`src/rtl/usbps_pkg.sv`:
```
package usbps_pkg;

    typedef enum logic [1:0] {
        PS_ACTIVE     = 2'd0,
        PS_SUSPEND    = 2'd1,
        PS_WAKE_DRIVE = 2'd2,
        PS_WAKE_WAIT  = 2'd3
    } pwr_state_e;

    localparam int CTL_W          = 8;
    localparam int BIT_COUPLE     = 7;
    localparam int BIT_CLKEN      = 2;
    localparam int BIT_WAKE_REQ   = 1;
    localparam int BIT_WAKE_EN    = 0;

    typedef struct packed {
        logic couple;
        logic wake_en;
    } ctl_cfg_t;

    function automatic logic in_suspend(pwr_state_e s);
        return s != PS_ACTIVE;
    endfunction

    function automatic logic [CTL_W-1:0] pack_status(ctl_cfg_t c, logic clk_en, logic waking);
        logic [CTL_W-1:0] v;
        v = '0;
        v[BIT_COUPLE]   = c.couple;
        v[BIT_CLKEN]    = clk_en;
        v[BIT_WAKE_REQ] = waking;
        v[BIT_WAKE_EN]  = c.wake_en;
        return v;
    endfunction

endpackage

```
`src/rtl/usbps_tick_counter.sv`:
```
module usbps_tick_counter #(
    parameter int LIMIT = 3
) (
    input  logic clk,
    input  logic rst,
    input  logic clr,
    input  logic en,
    input  logic tick,
    output logic done
);
    localparam int CW = $clog2(LIMIT + 1);

    logic [CW-1:0] cnt;

    assign done = en && !clr && tick && (cnt == CW'(LIMIT - 1));

    always_ff @(posedge clk) begin
        if (rst || clr || done)
            cnt <= '0;
        else if (en && tick)
            cnt <= cnt + 1'b1;
    end


    cnt_range_chk: assert property (@(posedge clk) disable iff (rst)
        cnt < CW'(LIMIT));


    cnt_clear_chk: assert property (@(posedge clk) disable iff (rst)
        clr |=> cnt == '0);

endmodule

```
`src/rtl/usbps_reset_pulser.sv`:
```
module usbps_reset_pulser #(
    parameter int LEN = 16
) (
    input  logic clk,
    input  logic rst,
    input  logic trigger,
    output logic pulse
);
    localparam int CW = $clog2(LEN + 1);

    logic [CW-1:0] left;

    always_ff @(posedge clk) begin
        if (rst)
            left <= '0;
        else if (trigger)
            left <= CW'(LEN);
        else if (left != '0)
            left <= left - 1'b1;
    end

    assign pulse = (left != '0);


    pulse_start_chk: assert property (@(posedge clk) disable iff (rst)
        trigger |=> pulse);


    pulse_idle_chk: assert property (@(posedge clk) disable iff (rst)
        !trigger && !pulse |=> !pulse);

endmodule

```
`src/rtl/usb_pwr_supervisor.sv`:
```
module usb_pwr_supervisor
    import usbps_pkg::*;
#(
    parameter int IDLE_TICKS = 3,
    parameter int RWK_TICKS  = 10,
    parameter int RST_CYCLES = 16
) (
    input  logic             clk,
    input  logic             rst,
    input  logic             attached,
    input  logic             line_active,
    input  logic             bus_reset,
    input  logic             tick,
    input  logic             ctl_wr,
    input  logic [CTL_W-1:0] ctl_wdata,
    output logic [CTL_W-1:0] ctl_rdata,
    output logic             usb_clk_en,
    output logic             usb_logic_rst,
    output logic             core_rst,
    output logic             suspended,
    output logic             remote_wake_drive
);
    pwr_state_e state, state_nx;
    ctl_cfg_t   cfg;
    logic       clk_en_q, clk_en_nx;
    logic       ulr_q;
    logic       idle_done, wake_done;
    logic       idle_clr, wake_clr;
    logic       wake_req;
    logic       ctl_unused;

    assign ctl_unused = ^ctl_wdata[6:2];

    assign wake_req = ctl_wr && ctl_wdata[BIT_WAKE_REQ] && cfg.wake_en;

    assign idle_clr = bus_reset || !attached || line_active || (state != PS_ACTIVE);
    assign wake_clr = bus_reset || (state != PS_WAKE_DRIVE);

    usbps_tick_counter #(.LIMIT(IDLE_TICKS)) idle_ctr_i (
        .clk  (clk),
        .rst  (rst),
        .clr  (idle_clr),
        .en   (state == PS_ACTIVE),
        .tick (tick),
        .done (idle_done)
    );

    usbps_tick_counter #(.LIMIT(RWK_TICKS)) wake_ctr_i (
        .clk  (clk),
        .rst  (rst),
        .clr  (wake_clr),
        .en   (1'b1),
        .tick (tick),
        .done (wake_done)
    );

    usbps_reset_pulser #(.LEN(RST_CYCLES)) core_rst_i (
        .clk     (clk),
        .rst     (rst),
        .trigger (bus_reset && cfg.couple),
        .pulse   (core_rst)
    );

    always_comb begin
        state_nx  = state;
        clk_en_nx = clk_en_q;
        if (bus_reset) begin
            state_nx  = PS_ACTIVE;
            clk_en_nx = 1'b1;
        end else begin
            unique case (state)
                PS_ACTIVE: begin
                    if (idle_done) begin
                        state_nx  = PS_SUSPEND;
                        clk_en_nx = 1'b0;
                    end
                end
                PS_SUSPEND: begin
                    if (line_active) begin
                        state_nx  = PS_ACTIVE;
                        clk_en_nx = 1'b1;
                    end else if (wake_req) begin
                        state_nx = PS_WAKE_DRIVE;
                    end
                end
                PS_WAKE_DRIVE: begin
                    if (wake_done)
                        state_nx = PS_WAKE_WAIT;
                end
                PS_WAKE_WAIT: begin
                    if (line_active) begin
                        state_nx  = PS_ACTIVE;
                        clk_en_nx = 1'b1;
                    end
                end
                default: state_nx = PS_ACTIVE;
            endcase
        end
    end

    always_ff @(posedge clk) begin
        if (rst) begin
            state    <= PS_ACTIVE;
            clk_en_q <= 1'b1;
            cfg      <= '0;
            ulr_q    <= 1'b0;
        end else begin
            state    <= state_nx;
            clk_en_q <= clk_en_nx;
            ulr_q    <= bus_reset;
            if (ctl_wr) begin
                cfg.couple  <= ctl_wdata[BIT_COUPLE];
                cfg.wake_en <= ctl_wdata[BIT_WAKE_EN];
            end
        end
    end

    assign usb_clk_en        = clk_en_q;
    assign usb_logic_rst     = ulr_q;
    assign suspended         = in_suspend(state);
    assign remote_wake_drive = (state == PS_WAKE_DRIVE);
    assign ctl_rdata         = pack_status(cfg, clk_en_q, remote_wake_drive);


    clk_off_in_susp_chk: assert property (@(posedge clk) disable iff (rst)
        suspended |-> !usb_clk_en);


    susp_exit_chk: assert property (@(posedge clk) disable iff (rst)
        (state == PS_SUSPEND) && line_active && !bus_reset |=> !suspended && usb_clk_en);


    couple_rst_chk: assert property (@(posedge clk) disable iff (rst)
        bus_reset && cfg.couple |=> core_rst);


    busrst_wake_chk: assert property (@(posedge clk) disable iff (rst)
        bus_reset |=> !suspended && usb_clk_en && usb_logic_rst);


    wake_only_susp_chk: assert property (@(posedge clk) disable iff (rst)
        remote_wake_drive |-> suspended);


    wake_hold_chk: assert property (@(posedge clk) disable iff (rst)
        remote_wake_drive && !bus_reset && !wake_done |=> remote_wake_drive);

endmodule

```
`config.mk`:
```
export PLATFORM = sky130hd
export DESIGN_NAME = usb_pwr_supervisor
export DESIGN_NICKNAME = d
export VERILOG_FILES = /design/src/rtl/usbps_pkg.sv /design/src/rtl/usbps_tick_counter.sv /design/src/rtl/usbps_reset_pulser.sv /design/src/rtl/usb_pwr_supervisor.sv
export SDC_FILE = /design/constraint.sdc
export NUM_CORES = 1
export LEC_CHECK = 0
export BUFFER_PORTS_ARGS = -buffer_cell sky130_fd_sc_hd__buf_2
export CAP_MARGIN = 20
export CORE_ASPECT_RATIO = 1.25
export CORE_MARGIN = 2
export CORE_UTILIZATION = 40
export DETAILED_ROUTE_END_ITERATION = 6
export GPL_TIMING_DRIVEN = 0
export PLACE_DENSITY = 0.64
export REMOVE_ABC_BUFFERS = 1
export SLEW_MARGIN = 25
export SYNTH_ARGS = -nofsm -noshare
export SYNTH_HDL_FRONTEND = slang
export SYNTH_SLANG_ARGS = --single-unit
```
`constraint.sdc`:
```
create_clock -name clk -period 1.7 [get_ports clk]
set_input_delay 0.34 -clock clk [delete_from_list [all_inputs] [get_ports clk]]
set_output_delay 0.34 -clock clk [all_outputs]
set_load 0.005 [all_outputs]
```
Yosys cells after proc, flatten, opt, wreduce, memory -nomap -nowiden
Index checks and enable logic that the tools add are counted.
- multiply operators: 0
- div/mod/pow operators: 0
- equal/unequal tests: 11
- mux-type cells: 11
- reductions and logical operators: 30
- bitwise operators: 0
- shift-type cells: 0
- add/subtract/negate cells: 3
- order comparisons: 0
- operator list (kind ; number):
    2-bit 2-to-1 mux ; 5
    5-bit 2-to-1 mux ; 2
    1-bit logical AND ; 9
    1-bit logical OR ; 8
    2-bit case mux with 4 select lines ; 1
    2-bit == test, second input constant ; 3
    2-bit inequality test, second input constant ; 3
    2-bit nonzero test ; 3
    2-bit OR reduction ; 3
    5-bit nonzero test ; 1
    5-bit by 1-bit subtractor with 5-bit output, second input constant ; 1
    4-bit by 1-bit adder with 4-bit output, second input constant ; 1
    4-bit == test, second input constant ; 1
    2-bit by 1-bit inequality test with 1-bit output, second input constant ; 2
    4-bit AND reduction ; 1
    1-bit zero test ; 3
    3-bit inequality test, second input constant ; 1
    3-bit AND reduction ; 1
    2-bit by 1-bit adder with 2-bit output, second input constant ; 1
    2-bit by 1-bit == test with 1-bit output, second input constant ; 1
    2-bit zero test ; 1
    1-bit 2-to-1 mux ; 2
    1-bit case mux with 2 select lines ; 1
- memories kept: 0
- memory bits (writable): 0
- input port bits: 15
- bits in registers: 17
- bits in latches: 0
- output and inout port bits: 13
- memory bits (read-only): 0

Longest topological paths before layout
- word-level depth: 10
- depth in mapped cells: 6
- depth with buffers taken out: 5

Modules after synthesis
From an unflattened synthesis, not the netlist that was laid out.
- cell total of the unflattened synthesis: 96
- area total of the unflattened synthesis: 888.4 sq um
- modules (own cells, without submodules) (module ; area an instance (sq um) ; sequential area each (sq um) ; cells an instance ; instances):
    usb_pwr_supervisor ; 329.1 ; 120.1 ; 37 ; 1
    usbps_reset_pulser ; 222.7 ; 100.1 ; 24 ; 1
    usbps_tick_counter at wake_ctr_i ; 203.9 ; 80.1 ; 23 ; 1
    usbps_tick_counter at idle_ctr_i ; 132.6 ; 40.0 ; 12 ; 1

Worst setup path after synthesis
OpenSTA, ideal clock, no wires.
- path type: register to output
- from: register core_rst_i.left[0]
- to: output core_rst
- data required time: 1.360 ns
- data arrival time: 1.112 ns
- path slack: 0.248 ns
- path buffers: 1
- cell stages (with the launch flop): 5
- cells stage by stage: dfxtp_1 > inv_1 > ha_1 > or4b_1 > buf_2
- longest elaborated chain between the ends: 1
- RTL lines (element ; line ; RTL):
    start: declaration ; usbps_reset_pulser.sv:11 ; logic [CW-1:0] left;
    start signal: assignment ; usbps_reset_pulser.sv:17 ; left <= CW'(LEN);
    start signal: assignment ; usbps_reset_pulser.sv:19 ; left <= left - 1'b1;
    5-bit nonzero test ; usbps_reset_pulser.sv:22 ; assign pulse = (left != '0);
    end: declaration ; usb_pwr_supervisor.sv:19 ; output logic core_rst,
Every way passes these cells.

Final worst setup path
Ends and elaborated chain as after synthesis.

==> key figures <==
Status
  – Outcome: finished, violations left
  – Violated checks: negative setup slack

Floorplan
  – Io pins: 28
  – Die X: 44.46 microns
  – Starting Density: between 40% and 50%
  – Die H: 54.57 microns
  – Rows: 18
  – Die area: 2426 sq um
  – Core Area: 1959 sq um

Pwr
  – PwrDens: 1114 nW/um^2
  – Static Leak: 0.0004453 uW
  – Max IR drop VDD: approximately 0.00085 V

GRT
  – Grt total ovfl: 0
  – Vias in the first global route: 599
  – Largest net degree at the start of global routing: 11
  – Total GRT Usage: 13.84%
  – First-pass GRT wire length: 2394 microns
  – Initial antenna violation count: 0

Synthesis
  – Cell count after synthesis: 92
  – XOR/XNOR share of the synthesized area: 6.422%
  – Mapped Avg Cell Area: 8.894 sq um
  – Largest area contributor in the netlist: dfxtp_1
  – Post-synth EDFFs: 0
  – Simple-gate area share of the yosys netlist: 21.71%
  – Largest family of logic cells by synthesized area: simple AND/OR/NAND/NOR gates
  – Post-synth top area share: 41.59%
  – YS warnings: 0
  – Area contributors post-synth: dfxtp_1 (42%), ha_1 (6.1%), nor2_1 (6.0%), buf_4 (5.5%), xnor2_1 (4.3%)
  – Adder-cell share of the synthesized area: 6.116%
  – Ys flop type: dfxtp_1
  – Top post-synthesis cells by count: dfxtp_1 (17), nor2_1 (13), inv_1 (8)
  – Most common cell in the netlist: dfxtp_1
  – Mux contribution to synthesized area: roughly 2.4%
  – Asr flop ratio synth: 0%
  – Synth Register Bits: 17
  – Synth cell types: 31
  – Area of the mapped netlist: just over 800 sq um
  – Synth Area in Compound Gates: 11.01%
  – Sequential area share after synthesis: just over 40%

Timing
  – Endpoints failing setup: 1
  – Final worst clock skew: 3.238 ps
  – Setup TNS: -44.67 ps
  – Achievable frequency: around 570 MHz
  – RSZ-0062 raised after global routing: true
  – Final Hold Viols: 0
  – Crit path time final: 1745 ps
  – Setup WS post-layout: -44.67 ps
  – Fin crit share: 102.6%
  – Max Slew Vio Count: 0

Clock tree
  – Hold-fix buffers, CTS: 0
  – Root Driver: clkbuf_4
  – CTS tree: yes
  – H-Tree Depth: 1
  – Clock latency on the worst-skew pair: 290 ps
  – Register clock-pin slew on the reported worst setup and hold paths: 90 ps
  – Bufs on Longest Clock Path: 2
  – CTS buffer count: 3
  – Clk sinks: 17

Drt
  – Initial DRC Count: 6
  – Post-Route WL: 1423 microns
  – Post-route antenna net violation count: 0
  – Routed vias: ~670
  – Drt wl/cell: 10.62 microns
  – DRC violations left: 0
  – Pre-antenna DRT Iters: 4
  – DR vias/cell: 4.963

Worst setup path
  – CP Depth: 4
  – Delay of the slowest cell on the worst path: about 460 ps
  – Crit path from: core_rst_i.left[0]
  – Cell chain of the critical path: inv_2 -> ha_4 -> or4b_4 -> buf_6
  – Crit end category: output port
  – Top cell family by delay on the critical path: simple AND/OR/NAND/NOR gates
  – CP required: 1360 ps
  – Reg2Reg Setup Slack: between 200 and 300 ps
  – Reg2reg path depth: 6
  – Crit path launch type: flop
  – R2r endpoint: core_rst_i.left[0]
  – Setup CP Type: reg2out
  – R2r startpoint: core_rst_i.left[0]
  – Crit path DAT: 1400 ps
  – Cell with the largest stage delay on the worst path: or4b_4
  – Largest fanout on the critical path: 2
  – Worst path bufs/invs: 2

Placed design
  – Post-detail-place hpwl: between 1000 and 1500 microns
  – Placed inst area: about 900 sq um
  – Dpl cells: 125
  – PortBufs: 18
  – RePlAce Congestion: 0.7654

Min path
  – HP Start: rst
  – Worst hold path type: in2reg
  – Hold path endpoint: core_rst_i.left[4]
  – Hold Crit Depth: 2

Layout
  – Diode count: 0
  – Post-layout util: roughly half
  – Final instance area: 979.7 sq um
  – Share of layout cells above drive strength 1: 29.82%
  – Fin nets: about 130
  – P&R area growth vs syn: 19.72%
  – Final Non-Filler Cells: 134

Job
  – Max Cap Viol: 0
==> worst max-delay path by stage <==
stage / end / slack [ps]
CTS: core_rst / -50
global route: core_rst / -100
finish: core_rst / -40
floorplan: core_rst / 280
global placement: core_rst / 60
detailed placement: core_rst / 40
==> layer usage <==
metal | global-route usage (%) | vias up | wire length, microns
met5 | 0 | - | 0
met4 | 9.091 | 0 | 24
met3 | 3.960 | 2 | 71
met2 | 23.28 | 18 | 674
met1 | 15.12 | 303 | 653
li1 | - | 342 | -
==> layout by cell type, fill, tap and decap left out, drive strengths merged <==
master	netlist	layout
buf	7	23
dfxtp	17	17
nor2	13	13
inv	8	8
nor2b	4	4
nand2	4	4
a21oi	4	4
xnor2	4	4
conb	1	4
ha	4	4
clkbuf	1	4
o21ai	2	2
mux2i	2	2
o211ai	2	2
xor2	2	2
nor3b	2	2
nor3	2	2
a211oi	2	2
or4b	1	1
or2	1	1
and4b	1	1
and4	1	1
nand4b	1	1
nand4	1	1
nand3b	1	1
a21o	1	1
nand2b	1	1
o31ai	1	1
o311a	1	1
==> metrics by stage <==
stage                     setup slack, ps  hold WS [ps]  total power [uW]
final                              -44.67         278.7              1092
after global routing               -104.0         268.4              1180
after global placement              57.44         468.2             724.1
after floorplan                     279.6         409.1             665.5
after detailed placement            40.52         470.7             731.0
after CTS                          -53.97         269.4              1086
==> power breakdown <==
| part | internal (uW) | switching, uW | total, uW |
|---|---|---|---|
| clock | 91.2 | 122 | 213 |
| sequential | 442 | 28.9 | 471 |
| combinational | 246 | 162 | 408 |
| total | 779 | 312 | 1090 |
==> area by class of cell <==
cell class / count / area [sq um]
Clock buffer: 4 / 26.28
Timing Repair Buffer: 23 / 133.9
Fill cell: 198 / 979.7
Tap cell: 20 / 25.02
Sequential cell: 17 / 342.8
Multi-Input combinational cell: 62 / 421.7
Inverter: 8 / 30.03
==> worst register-to-register path: stages, from the launching register on <==
cell and delay (ps):
dfxtp_2 330, inv_2 60, ha_4 130, or4b_4 460
buf_4 170, xnor2_1 130, nor2_1 60
==> sequential cells by signal, summed over array words and instances, names as in the netlist, named ones only <==
signal and flops:
state 1, core_rst_i.left 5, ctl_rdata 2, usb_logic_rst 1, wake_ctr_i.cnt 4, usb_clk_en 1, idle_ctr_i.cnt 2
==> repair_timing <==
item	in CTS	in global routing
pin swaps	1	1
resized for setup	8	0
setup endpoints to repair	1	1
setup buffers	4	1
==> kinds of logic (layout without fill, tap and decap cells) <==
logic type,count (synthesis),after routing
and+or+nand+nor,33,33
DFF,17,17
buffers and inverters,16,35
AOI/OAI and AO/OA,13,13
xor gates and xnor gates,6,6
adders and majority gates,4,4
muxes,2,2
other,1,4
Note: power is estimated with default switching activity, not from simulation.
